$ cat config.mk
export PLATFORM = sky130hd
export DESIGN_NAME = ucode_ctrl
export DESIGN_NICKNAME = d
export VERILOG_FILES = /design/src/rtl/ucode_pkg.sv /design/src/rtl/ucode_rom.sv /design/src/rtl/useq_next.sv /design/src/rtl/ufield_decode.sv /design/src/rtl/ucode_ctrl.sv
export SDC_FILE = /design/constraint.sdc
export NUM_CORES = 1
export LEC_CHECK = 0
export BUFFER_PORTS_ARGS = -buffer_cell sky130_fd_sc_hd__buf_2
export CAP_MARGIN = 30
export CELL_PAD_IN_SITES_DETAIL_PLACEMENT = 1
export CELL_PAD_IN_SITES_GLOBAL_PLACEMENT = 1
export CORE_MARGIN = 3
export CORE_UTILIZATION = 34
export DETAILED_ROUTE_END_ITERATION = 7
export MAX_ROUTING_LAYER = met4
export PLACE_DENSITY = 0.8
export SLEW_MARGIN = 20
export SYNTH_ARGS = -nofsm -noshare
export SYNTH_HDL_FRONTEND = slang
export SYNTH_SLANG_ARGS = --single-unit
$ cat constraint.sdc
create_clock -name clk -period 1.95 [get_ports clk]
set_input_delay 0.2925 -clock clk [delete_from_list [all_inputs] [get_ports clk]]
set_output_delay 0.2925 -clock clk [all_outputs]
set_load 0.05 [all_outputs]
$ cat src/rtl/ucode_pkg.sv
`timescale 1ns/1ps
package ucode_pkg;

  localparam int OPC_W  = 6;
  localparam int UA_W   = 4;
  localparam int ALU_W  = 2;
  localparam int SRCB_W = 3;
  localparam int PCS_W  = 2;

  // ALU operation codes (driven straight to the datapath)
  localparam logic [ALU_W-1:0] ALU_ADD  = 2'b00;
  localparam logic [ALU_W-1:0] ALU_SUB  = 2'b01;
  localparam logic [ALU_W-1:0] ALU_FUNC = 2'b10;
  localparam logic [ALU_W-1:0] ALU_OR   = 2'b11;

  // Second operand select codes
  localparam logic [SRCB_W-1:0] SB_RT   = 3'b000;
  localparam logic [SRCB_W-1:0] SB_FOUR = 3'b001;
  localparam logic [SRCB_W-1:0] SB_SEXT = 3'b010;
  localparam logic [SRCB_W-1:0] SB_SHFT = 3'b011;
  localparam logic [SRCB_W-1:0] SB_ZEXT = 3'b100;

  // PC source codes
  localparam logic [PCS_W-1:0] PCS_ALU = 2'b00;
  localparam logic [PCS_W-1:0] PCS_TGT = 2'b01;
  localparam logic [PCS_W-1:0] PCS_JMP = 2'b10;

  // Opcodes recognised by dispatch
  localparam logic [OPC_W-1:0] OP_RR   = 6'h00;
  localparam logic [OPC_W-1:0] OP_JMP  = 6'h02;
  localparam logic [OPC_W-1:0] OP_BEQ  = 6'h04;
  localparam logic [OPC_W-1:0] OP_ORI  = 6'h0D;
  localparam logic [OPC_W-1:0] OP_LOAD = 6'h23;
  localparam logic [OPC_W-1:0] OP_STOR = 6'h2B;

  // Micro-addresses of each step
  localparam logic [UA_W-1:0] UA_FETCH = UA_W'(0);
  localparam logic [UA_W-1:0] UA_DECO  = UA_W'(1);
  localparam logic [UA_W-1:0] UA_LDA   = UA_W'(2);
  localparam logic [UA_W-1:0] UA_LDB   = UA_W'(3);
  localparam logic [UA_W-1:0] UA_STA   = UA_W'(4);
  localparam logic [UA_W-1:0] UA_STB   = UA_W'(5);
  localparam logic [UA_W-1:0] UA_RRA   = UA_W'(6);
  localparam logic [UA_W-1:0] UA_RRB   = UA_W'(7);
  localparam logic [UA_W-1:0] UA_BEQ   = UA_W'(8);
  localparam logic [UA_W-1:0] UA_JMP   = UA_W'(9);
  localparam logic [UA_W-1:0] UA_ORA   = UA_W'(10);
  localparam logic [UA_W-1:0] UA_ORB   = UA_W'(11);

  // Sequencing code: the values are the next-address selector encoding
  typedef enum logic [1:0] {SQ_FETCH = 2'b00, SQ_DISP = 2'b01, SQ_NEXT = 2'b10} seq_e;
  // Single write-back selector: one source, one destination at a time
  typedef enum logic [2:0] {WB_NONE, WB_TGT, WB_RD_ALU, WB_RT_ALU, WB_RT_MEM} wb_e;
  // Memory action
  typedef enum logic [1:0] {MA_NONE, MA_IFETCH, MA_LOAD, MA_STORE} mem_e;
  // PC update action
  typedef enum logic [1:0] {PW_NONE, PW_ALU, PW_TGT_IFZ, PW_JUMP} pcw_e;

  typedef struct packed {
    logic [ALU_W-1:0]  alu;
    logic              src_a;
    logic [SRCB_W-1:0] src_b;
    wb_e               wb;
    mem_e              mem;
    pcw_e              pcw;
    seq_e              seq;
  } uword_t;

  typedef struct packed {
    logic [ALU_W-1:0]  alu_op;
    logic              a_sel;
    logic [SRCB_W-1:0] b_sel;
    logic              rf_we;
    logic              rf_mem;
    logic              rf_rd;
    logic              tgt_we;
    logic              mem_re;
    logic              mem_we;
    logic              maddr_alu;
    logic              ir_we;
    logic              pc_we;
    logic              pc_ifz;
    logic [PCS_W-1:0]  pc_sel;
  } ctrl_t;

  function automatic uword_t mk(input logic [ALU_W-1:0] alu, input logic sa,
                                input logic [SRCB_W-1:0] sb, input wb_e wb,
                                input mem_e mem, input pcw_e pcw, input seq_e sq);
    uword_t w;
    w.alu = alu; w.src_a = sa; w.src_b = sb;
    w.wb = wb; w.mem = mem; w.pcw = pcw; w.seq = sq;
    return w;
  endfunction

  // Control store contents
  function automatic uword_t ucode_word(input logic [UA_W-1:0] a);
    case (a)
      UA_FETCH: return mk(ALU_ADD,  1'b0, SB_FOUR, WB_NONE,   MA_IFETCH, PW_ALU,     SQ_NEXT);
      UA_DECO:  return mk(ALU_ADD,  1'b0, SB_SHFT, WB_TGT,    MA_NONE,   PW_NONE,    SQ_DISP);
      UA_LDA:   return mk(ALU_ADD,  1'b1, SB_SEXT, WB_NONE,   MA_NONE,   PW_NONE,    SQ_NEXT);
      UA_LDB:   return mk(ALU_ADD,  1'b1, SB_SEXT, WB_RT_MEM, MA_LOAD,   PW_NONE,    SQ_FETCH);
      UA_STA:   return mk(ALU_ADD,  1'b1, SB_SEXT, WB_NONE,   MA_NONE,   PW_NONE,    SQ_NEXT);
      UA_STB:   return mk(ALU_ADD,  1'b1, SB_SEXT, WB_NONE,   MA_STORE,  PW_NONE,    SQ_FETCH);
      UA_RRA:   return mk(ALU_FUNC, 1'b1, SB_RT,   WB_NONE,   MA_NONE,   PW_NONE,    SQ_NEXT);
      UA_RRB:   return mk(ALU_FUNC, 1'b1, SB_RT,   WB_RD_ALU, MA_NONE,   PW_NONE,    SQ_FETCH);
      UA_BEQ:   return mk(ALU_SUB,  1'b1, SB_RT,   WB_NONE,   MA_NONE,   PW_TGT_IFZ, SQ_FETCH);
      UA_JMP:   return mk(ALU_ADD,  1'b0, SB_RT,   WB_NONE,   MA_NONE,   PW_JUMP,    SQ_FETCH);
      UA_ORA:   return mk(ALU_OR,   1'b1, SB_ZEXT, WB_NONE,   MA_NONE,   PW_NONE,    SQ_NEXT);
      UA_ORB:   return mk(ALU_OR,   1'b1, SB_ZEXT, WB_RT_ALU, MA_NONE,   PW_NONE,    SQ_FETCH);
      default:  return mk(ALU_ADD,  1'b0, SB_RT,   WB_NONE,   MA_NONE,   PW_NONE,    SQ_FETCH);
    endcase
  endfunction

  // Dispatch table: unknown opcodes go back to fetch
  function automatic logic [UA_W-1:0] dispatch_addr(input logic [OPC_W-1:0] op);
    case (op)
      OP_RR:   return UA_RRA;
      OP_LOAD: return UA_LDA;
      OP_STOR: return UA_STA;
      OP_BEQ:  return UA_BEQ;
      OP_JMP:  return UA_JMP;
      OP_ORI:  return UA_ORA;
      default: return UA_FETCH;
    endcase
  endfunction

endpackage

$ cat src/rtl/ucode_rom.sv
`timescale 1ns/1ps
module ucode_rom
  import ucode_pkg::*;
#(
  parameter int AW = UA_W
) (
  input  logic          clk,
  input  logic [AW-1:0] addr,
  output uword_t        word
);
  // Synchronous read: the control store maps onto a block RAM
  always_ff @(posedge clk) begin
    word <= ucode_word(addr);
  end
endmodule

$ cat src/rtl/useq_next.sv
`timescale 1ns/1ps
module useq_next
  import ucode_pkg::*;
#(
  parameter int AW = UA_W,
  parameter int OW = OPC_W
) (
  input  logic          rst,
  input  logic [AW-1:0] upc,
  input  seq_e          seq,
  input  logic [OW-1:0] opcode,
  output logic [AW-1:0] nxt
);
  always_comb begin
    if (rst) begin
      nxt = '0;
    end else begin
      case (seq)
        SQ_DISP: nxt = dispatch_addr(opcode);
        SQ_NEXT: nxt = upc + AW'(1);
        default: nxt = '0;
      endcase
    end
  end
endmodule

$ cat src/rtl/ufield_decode.sv
`timescale 1ns/1ps
module ufield_decode
  import ucode_pkg::*;
(
  input  uword_t uw,
  output ctrl_t  c
);
  always_comb begin
    c        = '0;
    c.alu_op = uw.alu;
    c.a_sel  = uw.src_a;
    c.b_sel  = uw.src_b;

    case (uw.wb)
      WB_TGT:    c.tgt_we = 1'b1;
      WB_RD_ALU: begin c.rf_we = 1'b1; c.rf_rd = 1'b1; end
      WB_RT_ALU: c.rf_we = 1'b1;
      WB_RT_MEM: begin c.rf_we = 1'b1; c.rf_mem = 1'b1; end
      default:   ;
    endcase

    case (uw.mem)
      MA_IFETCH: begin c.mem_re = 1'b1; c.ir_we = 1'b1; end
      MA_LOAD:   begin c.mem_re = 1'b1; c.maddr_alu = 1'b1; end
      MA_STORE:  begin c.mem_we = 1'b1; c.maddr_alu = 1'b1; end
      default:   ;
    endcase

    case (uw.pcw)
      PW_ALU:     begin c.pc_we  = 1'b1; c.pc_sel = PCS_ALU; end
      PW_TGT_IFZ: begin c.pc_ifz = 1'b1; c.pc_sel = PCS_TGT; end
      PW_JUMP:    begin c.pc_we  = 1'b1; c.pc_sel = PCS_JMP; end
      default:    ;
    endcase
  end
endmodule

$ cat src/rtl/ucode_ctrl.sv
`timescale 1ns/1ps
module ucode_ctrl
  import ucode_pkg::*;
#(
  parameter int AW = UA_W,
  parameter int OW = OPC_W
) (
  input  logic              clk,
  input  logic              rst,
  input  logic [OW-1:0]     opcode,
  output logic [ALU_W-1:0]  alu_op,
  output logic              alu_a_sel,
  output logic [SRCB_W-1:0] alu_b_sel,
  output logic              rf_we,
  output logic              rf_wdata_mem,
  output logic              rf_dst_rd,
  output logic              tgt_we,
  output logic              mem_re,
  output logic              mem_we,
  output logic              mem_addr_alu,
  output logic              ir_we,
  output logic              pc_we,
  output logic              pc_we_ifz,
  output logic [PCS_W-1:0]  pc_next_sel
);
  logic [AW-1:0] upc;
  logic [AW-1:0] nxt;
  uword_t        uw;
  ctrl_t         c;

  useq_next #(.AW(AW), .OW(OW)) u_seq (
    .rst    (rst),
    .upc    (upc),
    .seq    (uw.seq),
    .opcode (opcode),
    .nxt    (nxt)
  );

  // micro-PC and control word load from the same next address
  always_ff @(posedge clk) begin
    upc <= nxt;
  end

  ucode_rom #(.AW(AW)) u_rom (
    .clk  (clk),
    .addr (nxt),
    .word (uw)
  );

  ufield_decode u_dec (
    .uw (uw),
    .c  (c)
  );

  assign alu_op       = c.alu_op;
  assign alu_a_sel    = c.a_sel;
  assign alu_b_sel    = c.b_sel;
  assign rf_we        = c.rf_we;
  assign rf_wdata_mem = c.rf_mem;
  assign rf_dst_rd    = c.rf_rd;
  assign tgt_we       = c.tgt_we;
  assign mem_re       = c.mem_re;
  assign mem_we       = c.mem_we;
  assign mem_addr_alu = c.maddr_alu;
  assign ir_we        = c.ir_we;
  assign pc_we        = c.pc_we;
  assign pc_we_ifz    = c.pc_ifz;
  assign pc_next_sel  = c.pc_sel;
endmodule

==> results of run 1 <==
[registers in the layout, summed over array words and instances (netlist names)]
register,flops
upc,4
u_rom.word,15
[cell usage in the layout, fill, tap and decap left out, drive strengths merged, types with 2 or more instances in the layout]
cell,n
buf,34
dfxtp,19
inv,11
nand2,9
nor2,7
a21oi,7
ha,6
nand3,4
xnor2,3
nand2b,3
clkbuf,3
nor3,3
nand4,2
or2,2
nand4b,2
nor3b,2
o31ai,2
[area by class of cell]
| cell class | instances | area (um^2) | share of cell area |
|---|---|---|---|
| multi-input cells | 72 | 642 | 0.484 |
| clock inverters | 1 | 5.00 | 0.00377 |
| well taps | 31 | 38.8 | 0.0292 |
| repair buffers | 34 | 193 | 0.145 |
| inverters | 11 | 43.8 | 0.0330 |
| clock buffers | 3 | 22.5 | 0.0170 |
| flip-flops and latches | 19 | 383 | 0.288 |
[where the power goes]
part / leakage (nW) / switching, mW / internal (mW)
Clock: 0.0177 / 0.129 / 0.0765
Combinational: 0.441 / 0.740 / 0.409
Sequential: 0.155 / 0.0555 / 0.483
Total: 0.614 / 0.925 / 0.968
[cell families (layout without fill, tap and decap cells)]
logic type | count (synthesis) | after routing | synth area share
and+or+nand+nor | 40 | 40 | 0.212
buffers and inverters | 21 | 49 | 0.115
DFF | 19 | 19 | 0.371
adders and majority gates | 6 | 6 | 0.0732
AOI/OAI and AO/OA | 22 | 22 | 0.195
xor gates and xnor gates | 4 | 4 | 0.0342
[worst max-delay path, stage by stage (launching register included)]
cell and delay, ns:
dfxtp_2 0.35, inv_2 0.06, ha_4 0.12, or3b_4 0.41, o41ai_4 0.39, nand2_2 0.12
inv_4 0.11, nand4_1 0.20, o31ai_4 0.12
[timing repair]
item / 4_1_cts / 5_1_grt
pin swaps: 0 / 4
hold buffers: 0 / 0
setup endpoints to repair: 4 / 12
buffers inserted: 0 / 2
resized for setup: 2 / 22
[routing by layer]
metal | global-route usage | vias up
li1 | - | 441
met1 | 0.185 | 465
met2 | 0.249 | 16
met3 | 0.0255 | 4
met4 | 0.0464 | 0
met5 | - | -
[worst min-delay path by stage]
stage               start        endpoint  slack [ns]  cells after the start
floorplan             rst  upc[2]$_DFF_P_        0.46                      2
global placement      rst  upc[2]$_DFF_P_        0.58                      3
detailed placement    rst  upc[2]$_DFF_P_        0.59                      3
CTS                   rst  upc[2]$_DFF_P_        0.26                      3
global route          rst  upc[2]$_DFF_P_        0.27                      3
finish                rst  upc[2]$_DFF_P_        0.27                      3
==> metrics.txt, run 1 <==
initial core utilization=0.366; R2R depth=8; CP endpoint=u_rom.word[5]$_SDFF_PP0_; clk sink count=19; maximum capacitance violations=0; Yosys top cell area share=0.371; WL met1=1160 um; met3 wire len=96 um; Min-Delay Path Class=input port to register; maximum VDD drop=0.843 mV; die height=60.9 um; Clock Skews=0.00191 ns; diode count=0; Worst Setup End Kind=register; data required time of the worst path=2.18 ns; DRC=0; initial antenna violation count=0; Area contributors post-synth=dfxtp_1, ha_1, buf_4; Slew @ Worst Pin=0.496 ns; CTS tree=done; Filler cells=338; gr usage total=0.150; largest net degree at the start of global routing=14; crit path from=u_rom.word[1]$_DFF_P_; CTS Buffer Depth=2; synth warn=0; cells after synthesis=112; total wire length=2800 um; design area=1330 um^2; reg2reg end=u_rom.word[5]$_SDFF_PP0_; worst slack, placed=-0.0972 ns; CTS buffer count=3; CP Class=register to register; crit start category=register; largest area contributor in the netlist=dfxtp_1; Leak=0.614 nW; dpl cells=165; Initial DRC Count=5; via count=926; wire per inst=16.4 um; post-layout power=1.89 mW; outcome=complete, no violations; final worst slack=0.00536 ns; GRT overflow=0; number of synthesized flops with an enable pin=0; Post-Syn Area=1030 um^2; core area=2810 um^2; unrepaired setup endpoints after global routing=true; Clock transition at path regs=0.11 ns; Critical R2R Launch=u_rom.word[1]$_DFF_P_; clock root buffer master=clkbuf_4; full die area=3710 um^2; post-detail-place hpwl=1950 um; Ports=26; first-pass detailed-route iteration total=4; fin crit share=0.997; number of global-route vias before repair=876; Power Dens Cells=1430 nW/um^2; post-synthesis cell type count=41; critical path arrival=2.17 ns; utilization after layout=0.473; Final Net Count=155; Layout area overhead=29.4%; top cells by count, synth=dfxtp_1, inv_1, nand2_1; Async SR Flop Fraction=0; highest routed layer=met4; Routed met2 length=1520 um; Cell Rows=19; FMAX=514 MHz; syn nets=126; H-tree lvl count=1; Die X=60.9 um; Tmin final=1.94 ns; first-pass GRT wire length=4020 um; number of synthesized register bits=19; R2R Setup Slk=0.005 ns; routability congestion estimate=0.898; Final Max Slew Viols=0; max_slew headroom=0.670; Post-Syn Area per Cell=9.16 um^2; Vias/cell=5.42; Fin Hold WS=0.265 ns; setup TNS=0 ns; top-count cell post-synth=dfxtp_1; latest clock arrival within the worst-skew pair=0.30 ns; placed instance area=1170 um^2; fin cells=171; Critical Path Fanout Max=6; Antenna Nets Post-Route=0; final setup vio count=0; share of post-route cells with drive strength above 1=0.457; register area share after synthesis=0.371; most used flip-flop cell after synthesis=dfxtp_1; Fin. Hold Viols=0; Port Buf Inserts=25
No activity file was read; power rests on OpenSTA's default activity.
==> inputs of run 2 (changes only) <==
Settings changed: CORE_UTILIZATION 34 to 40, CTS_BUF_LIST from default to sky130_fd_sc_hd__clkbuf_4 sky130_fd_sc_hd__clkbuf_8, CTS_CLUSTER_SIZE from default to 14, PLACE_DENSITY 0.8 to 0.87.
Clock period 1.95 ns to 2.04 ns, I/O delays scaled along.
==> metrics.txt, run 2 (same netlist as run 1, synthesis figures left out) <==
Die X=56.6 um (-7.0%); CTS Buffer Depth=2 (unchanged); Critical R2R Launch=u_rom.word[1]$_DFF_P_; CTS tree=done; Min-Delay Path Class=input port to register; FMAX=531 MHz (+3.2%); Leak=0.570 nW (-7.1%); Crit path depth=8 (unchanged); number of global-route vias before repair=917 (+4.7%); CP top delay family=simple AND/OR/NAND/NOR gates; Clock transition at path regs=0.11 ns (about the same); CP Class=register to register; initial core utilization=0.443 (+0.0768); CTS buffer count=3 (unchanged); share of post-route cells with drive strength above 1=0.356 (-0.102); post-layout power=1.69 mW (-11%); final setup vio count=0 (unchanged); Cell Rows=17 (-2); hold buffers post-CTS=0 (unchanged); setup TNS=0 ns (unchanged); GRT overflow=0 (unchanged); critical path arrival=2.10 ns (-0.07 ns); Port Buf Inserts=25 (unchanged); R2R depth=8 (unchanged); max_slew headroom=0.603 (-0.0665); via count=892 (-3.7%); crit start category=register; Slew @ Worst Pin=0.595 ns (+0.0998 ns); most frequent cells in the layout=buf_2, dfxtp_1, inv_1; Critical Path, Cell by Cell=inv_1 > ha_1 > or3b_4 > o41ai_4 > nand2_1 > clkinv_2 > nor2_1 > o221a_1; top flop regs=u_rom.word (15), upc (4); Ports=26 (unchanged); WHS Path Cells=3 (unchanged); Vias/cell=5.47 (+1.1%); Worst Setup End Kind=register; Worst path slowest cell=or3b_4; diode count=0 (unchanged); Layout area overhead=17.9%; post-CTS sizing=0 (-2); first-pass GRT wire length=4200 um (+4.7%); commonest non-fill, non-tap cell in the layout=buf_2; clk sink count=19 (unchanged); Antenna Nets Post-Route=0 (unchanged); unrepaired setup endpoints after global routing=false; fin crit share=0.924 (-0.0736); clock root buffer master=clkbuf_4; core area=2320 um^2 (-17%); Fin. Hold Viols=0 (unchanged); Power Dens Cells=1400 nW/um^2 (-2.1%); CP bufs+invs=2 (unchanged); Final Net Count=150 (-3.2%); initial antenna violation count=0 (unchanged); crit path from=u_rom.word[1]$_DFF_P_; first-pass detailed-route iteration total=4 (unchanged); outcome=complete, no violations; Critical Path Max Stage Delay=0.42 ns (about the same); Biggest register=u_rom.word; Clock Skews=0.00226 ns (+0.000347 ns); latest clock arrival within the worst-skew pair=0.31 ns (about the same); Critical Path Fanout Max=6 (unchanged); post-detail-place hpwl=1940 um (-0.77%); Largest register FFs=15 (unchanged); Hold Crit Start=rst; wire per inst=15.6 um (-5.0%); setup bufs post-CTS=0 (unchanged); data required time of the worst path=2.25 ns (+0.07 ns); total wire length=2540 um (-9.4%); maximum VDD drop=0.792 mV (-6.1%); Initial DRC Count=12 (+7); die height=56.6 um (-7.0%); routability congestion estimate=0.791 (-12%); gr usage total=0.173 (+0.0235); DRC=0 (unchanged); Final Max Slew Viols=0 (unchanged); largest net degree at the start of global routing=14 (unchanged); H-tree lvl count=1 (unchanged); full die area=3210 um^2 (-14%); Tmin final=1.88 ns (-0.0604 ns); maximum capacitance violations=0 (unchanged)
## run 2: path summary, 6_finish.rpt
path / to / slack, ns
hold reg to reg: upc[2]$_DFF_P_ / 0.72
setup reg to reg: u_rom.word[12]$_DFF_P_ / 0.16
hold / removal: upc[2]$_DFF_P_ / 0.28
setup / recovery: u_rom.word[12]$_DFF_P_ / 0.16
## run 2: metrics by stage
| stage | instances | worst slack [ns] | hold WS, ns | utilization | area [um^2] |
|---|---|---|---|---|---|
| after global routing | 163 | 0.0165 | 0.300 | 0.522 | 1210 |
| after CTS | 163 | 0.0101 | 0.262 | 0.506 | 1170 |
| final | 163 | 0.156 | 0.284 | 0.522 | 1210 |
| after global placement | 159 | 0.0562 | 0.595 | 0.494 | 1150 |
| after floorplan | 112 | 0.126 | 0.473 | - | 1030 |
| after detailed placement | 159 | 0.0376 | 0.598 | 0.494 | 1150 |
## run 2: worst reg2reg max path, cell delays in order, from the launching register on
cell      delay (ns)
dfxtp_1         0.33
inv_1           0.06
ha_1            0.17
or3b_4          0.42
o41ai_4         0.27
nand2_1         0.14
clkinv_2        0.11
nor2_1          0.07
o221a_1         0.22
## run 2: layout make-up
cell class,instances,area [um^2]
inverter,11,42.5
multi-input combinational,72,569
tap,28,35.0
sequential,19,380
fill,289,1110
timing repair buffer,29,155
clock buffer,3,22.5
clock inverter,1,5.00
## run 2: layer usage
layer / track usage / up-vias / routed length (um)
met5: - / - / 0
met4: 0.0881 / 0 / 49
met3: 0.0299 / 5 / 75
met2: 0.290 / 15 / 1340
met1: 0.197 / 443 / 1070
li1: - / 429 / -
## run 2: power by group
| part | leakage, nW | internal [mW] | switching (mW) |
|---|---|---|---|
| logic | 0.397 | 0.334 | 0.651 |
| clock network | 0.0177 | 0.0734 | 0.123 |
| registers | 0.155 | 0.458 | 0.0495 |
==> inputs of run 3 (changes only) <==
Settings changed: PLACE_DENSITY 0.87 to default, PLACE_DENSITY_LB_ADDON from default to 0.1, SETUP_SLACK_MARGIN from default to 0.05.
==> metrics.txt, run 3 (same netlist as run 1, synthesis figures left out) <==
highest routed layer=met4; CTS Buffer Depth=2 (unchanged); via count=889 (-0.34%); Filler cells=275 (-4.8%); wire per inst=15.0 um (-3.5%); worst slack, placed=-0.00382 ns (-0.0414 ns); first-pass detailed-route iteration total=4 (unchanged); Final Net Count=156 (+4.0%); maximum VDD drop=0.771 mV (-2.7%); Critical R2R Launch=u_rom.word[1]$_DFF_P_; final worst slack=0.0735 ns (-0.0823 ns); Port Buf Inserts=25 (unchanged); Biggest register=u_rom.word; Layout area overhead=24.3%; initial core utilization=0.443 (unchanged); fin crit share=0.964 (+0.0403); CP bufs+invs=2 (unchanged); diode count=0 (unchanged); top flop regs=u_rom.word (15), upc (4); final setup vio count=0 (unchanged); Cell Rows=17 (unchanged); Crit path depth=8 (unchanged); routability congestion estimate=0.749 (-5.3%); outcome=complete, no violations; Final Max Slew Viols=0 (unchanged); Multi-input gate area=586 um^2 (+2.9%); dpl cells=159 (unchanged); GRT overflow=0 (unchanged); maximum capacitance violations=0 (unchanged); hold buffers post-CTS=0 (unchanged); Fin. Hold Viols=0 (unchanged); most frequent cells in the layout=buf_2, dfxtp_1, buf_4; Power Dens Cells=1370 nW/um^2 (-1.9%); R2R depth=8 (unchanged); number of global-route vias before repair=865 (-5.7%); Hold Crit Start=rst; WL met1=1120 um (+5.3%); Vias/cell=5.26 (-3.9%); CP Class=register to register; reg2reg end=u_rom.word[12]$_DFF_P_; largest net degree at the start of global routing=14 (unchanged); met3 wire len=75 um (unchanged); Largest register FFs=15 (unchanged); fin cells=169 (+3.7%); data required time of the worst path=2.23 ns (-0.02 ns); Worst Setup End Kind=register; crit path from=u_rom.word[1]$_DFF_P_; Initial DRC Count=7 (-5); CP top delay family=compound AO/OA/AOI/OAI gates; first-pass GRT wire length=3850 um (-8.4%); commonest non-fill, non-tap cell in the layout=buf_2; critical path arrival=2.15 ns (+0.05 ns); crit start category=register; unrepaired setup endpoints after global routing=true; utilization after layout=0.550 (+0.0281); die height=56.6 um (unchanged); total wire length=2540 um (about the same); Die X=56.6 um (unchanged); Routed met2 length=1330 um (-1.2%); full die area=3210 um^2 (unchanged); Critical Path Max Stage Delay=0.41 ns (about the same); Worst path slowest cell=or3b_4; Leak=0.595 nW (+4.4%); Critical Path, Cell by Cell=inv_2 > ha_4 > or3b_4 > o41ai_4 > nand2_2 > inv_4 > nor2_1 > o221a_1; CTS tree=done; core area=2320 um^2 (unchanged); initial antenna violation count=0 (unchanged); clock root buffer master=clkbuf_4; Clock transition at path regs=0.10 ns (about the same); setup TNS=0 ns (unchanged); R2R Setup Slk=0.07 ns (-0.08 ns); post-detail-place hpwl=1830 um (-5.6%); Antenna Nets Post-Route=0 (unchanged); Sequential cell area=383 um^2 (+0.66%); Critical Path Fanout Max=7 (+1); H-tree lvl count=1 (unchanged); Ports=26 (unchanged); gr usage total=0.156 (-0.0174); share of post-route cells with drive strength above 1=0.404 (+0.0487); latest clock arrival within the worst-skew pair=0.29 ns (-0.02 ns); FMAX=509 MHz (-4.2%); CP endpoint=u_rom.word[12]$_DFF_P_; max_slew headroom=0.563 (-0.0400); Min-Delay Path Class=input port to register; DRC=0 (unchanged); clk sink count=19 (unchanged); Slew @ Worst Pin=0.655 ns (+0.0599 ns); Clock Skews=0.00615 ns (+0.00389 ns); CTS buffer count=3 (unchanged); Tmin final=1.97 ns (+0.0823 ns)
## run 3: changes by cell type in the layout (fill, tap and decap cells not counted)
cell / before / now
dfxtp_2: 0 / 2
inv_4: 0 / 1
a32oi_2: 1 / 0
clkinv_2: 2 / 1
ha_1: 6 / 5
nand2_2: 1 / 2
o31ai_2: 1 / 0
nand2_1: 8 / 7
ha_4: 0 / 1
o31ai_4: 0 / 1
buf_4: 4 / 10
dfxtp_1: 19 / 17
a32oi_1: 0 / 1
## run 3: repair_timing
| item | CTS | global route |
|---|---|---|
| buffers inserted | 0 | 6 |
| gates cloned | 0 | 0 |
| resized for setup | 4 | 9 |
| setup endpoints to repair | 6 | 5 |
| pin swaps | 0 | 2 |
## run 3: routing by layer
layer  GRT usage  vias up
li1            -      445
met5           -        -
met4      0.0305        0
met1       0.183      427
met2       0.276       15
met3      0.0299        2
## run 3: metrics by stage
step	power [mW]	hold WS (ns)	area [um^2]
2_1_floorplan	1.20	0.473	1030
3_3_place_gp	1.37	0.578	1150
3_5_place_dp	1.39	0.592	1150
4_1_cts	1.62	0.276	1200
5_1_grt	1.86	0.295	1270
6_report	1.75	0.286	1270
## run 3: report_power, final
group | switching (mW) | internal (mW)
clock network | 0.113 | 0.0728
registers | 0.0520 | 0.461
logic | 0.672 | 0.375
## run 3: worst min path at each step
stage                     slack (ns)        endpoint  cells past startpoint
after floorplan                 0.47  upc[2]$_DFF_P_                      2
after global placement          0.58  upc[2]$_DFF_P_                      3
after detailed placement        0.59  upc[2]$_DFF_P_                      3
after CTS                       0.28  upc[2]$_DFF_P_                      3
after global routing            0.30  upc[2]$_DFF_P_                      3
final                           0.29  upc[2]$_DFF_P_                      3
## run 3: worst reg2reg max path, delay by kind of cell (launching register included)
family | cells | cell delay (ns)
compound gates | 2 | 0.62
fa+ha+maj | 1 | 0.14
buf+inv | 2 | 0.16
flops | 1 | 0.34
simple gates | 3 | 0.61
## run 3: final cells by class
| cell class | instances | share of cell area |
|---|---|---|
| inverters | 11 | 0.0343 |
| flip-flops and latches | 19 | 0.300 |
| repair buffers | 35 | 0.157 |
| multi-input cells | 72 | 0.459 |
| well taps | 28 | 0.0275 |
| clock inverters | 1 | 0.00393 |
| clock buffers | 3 | 0.0177 |
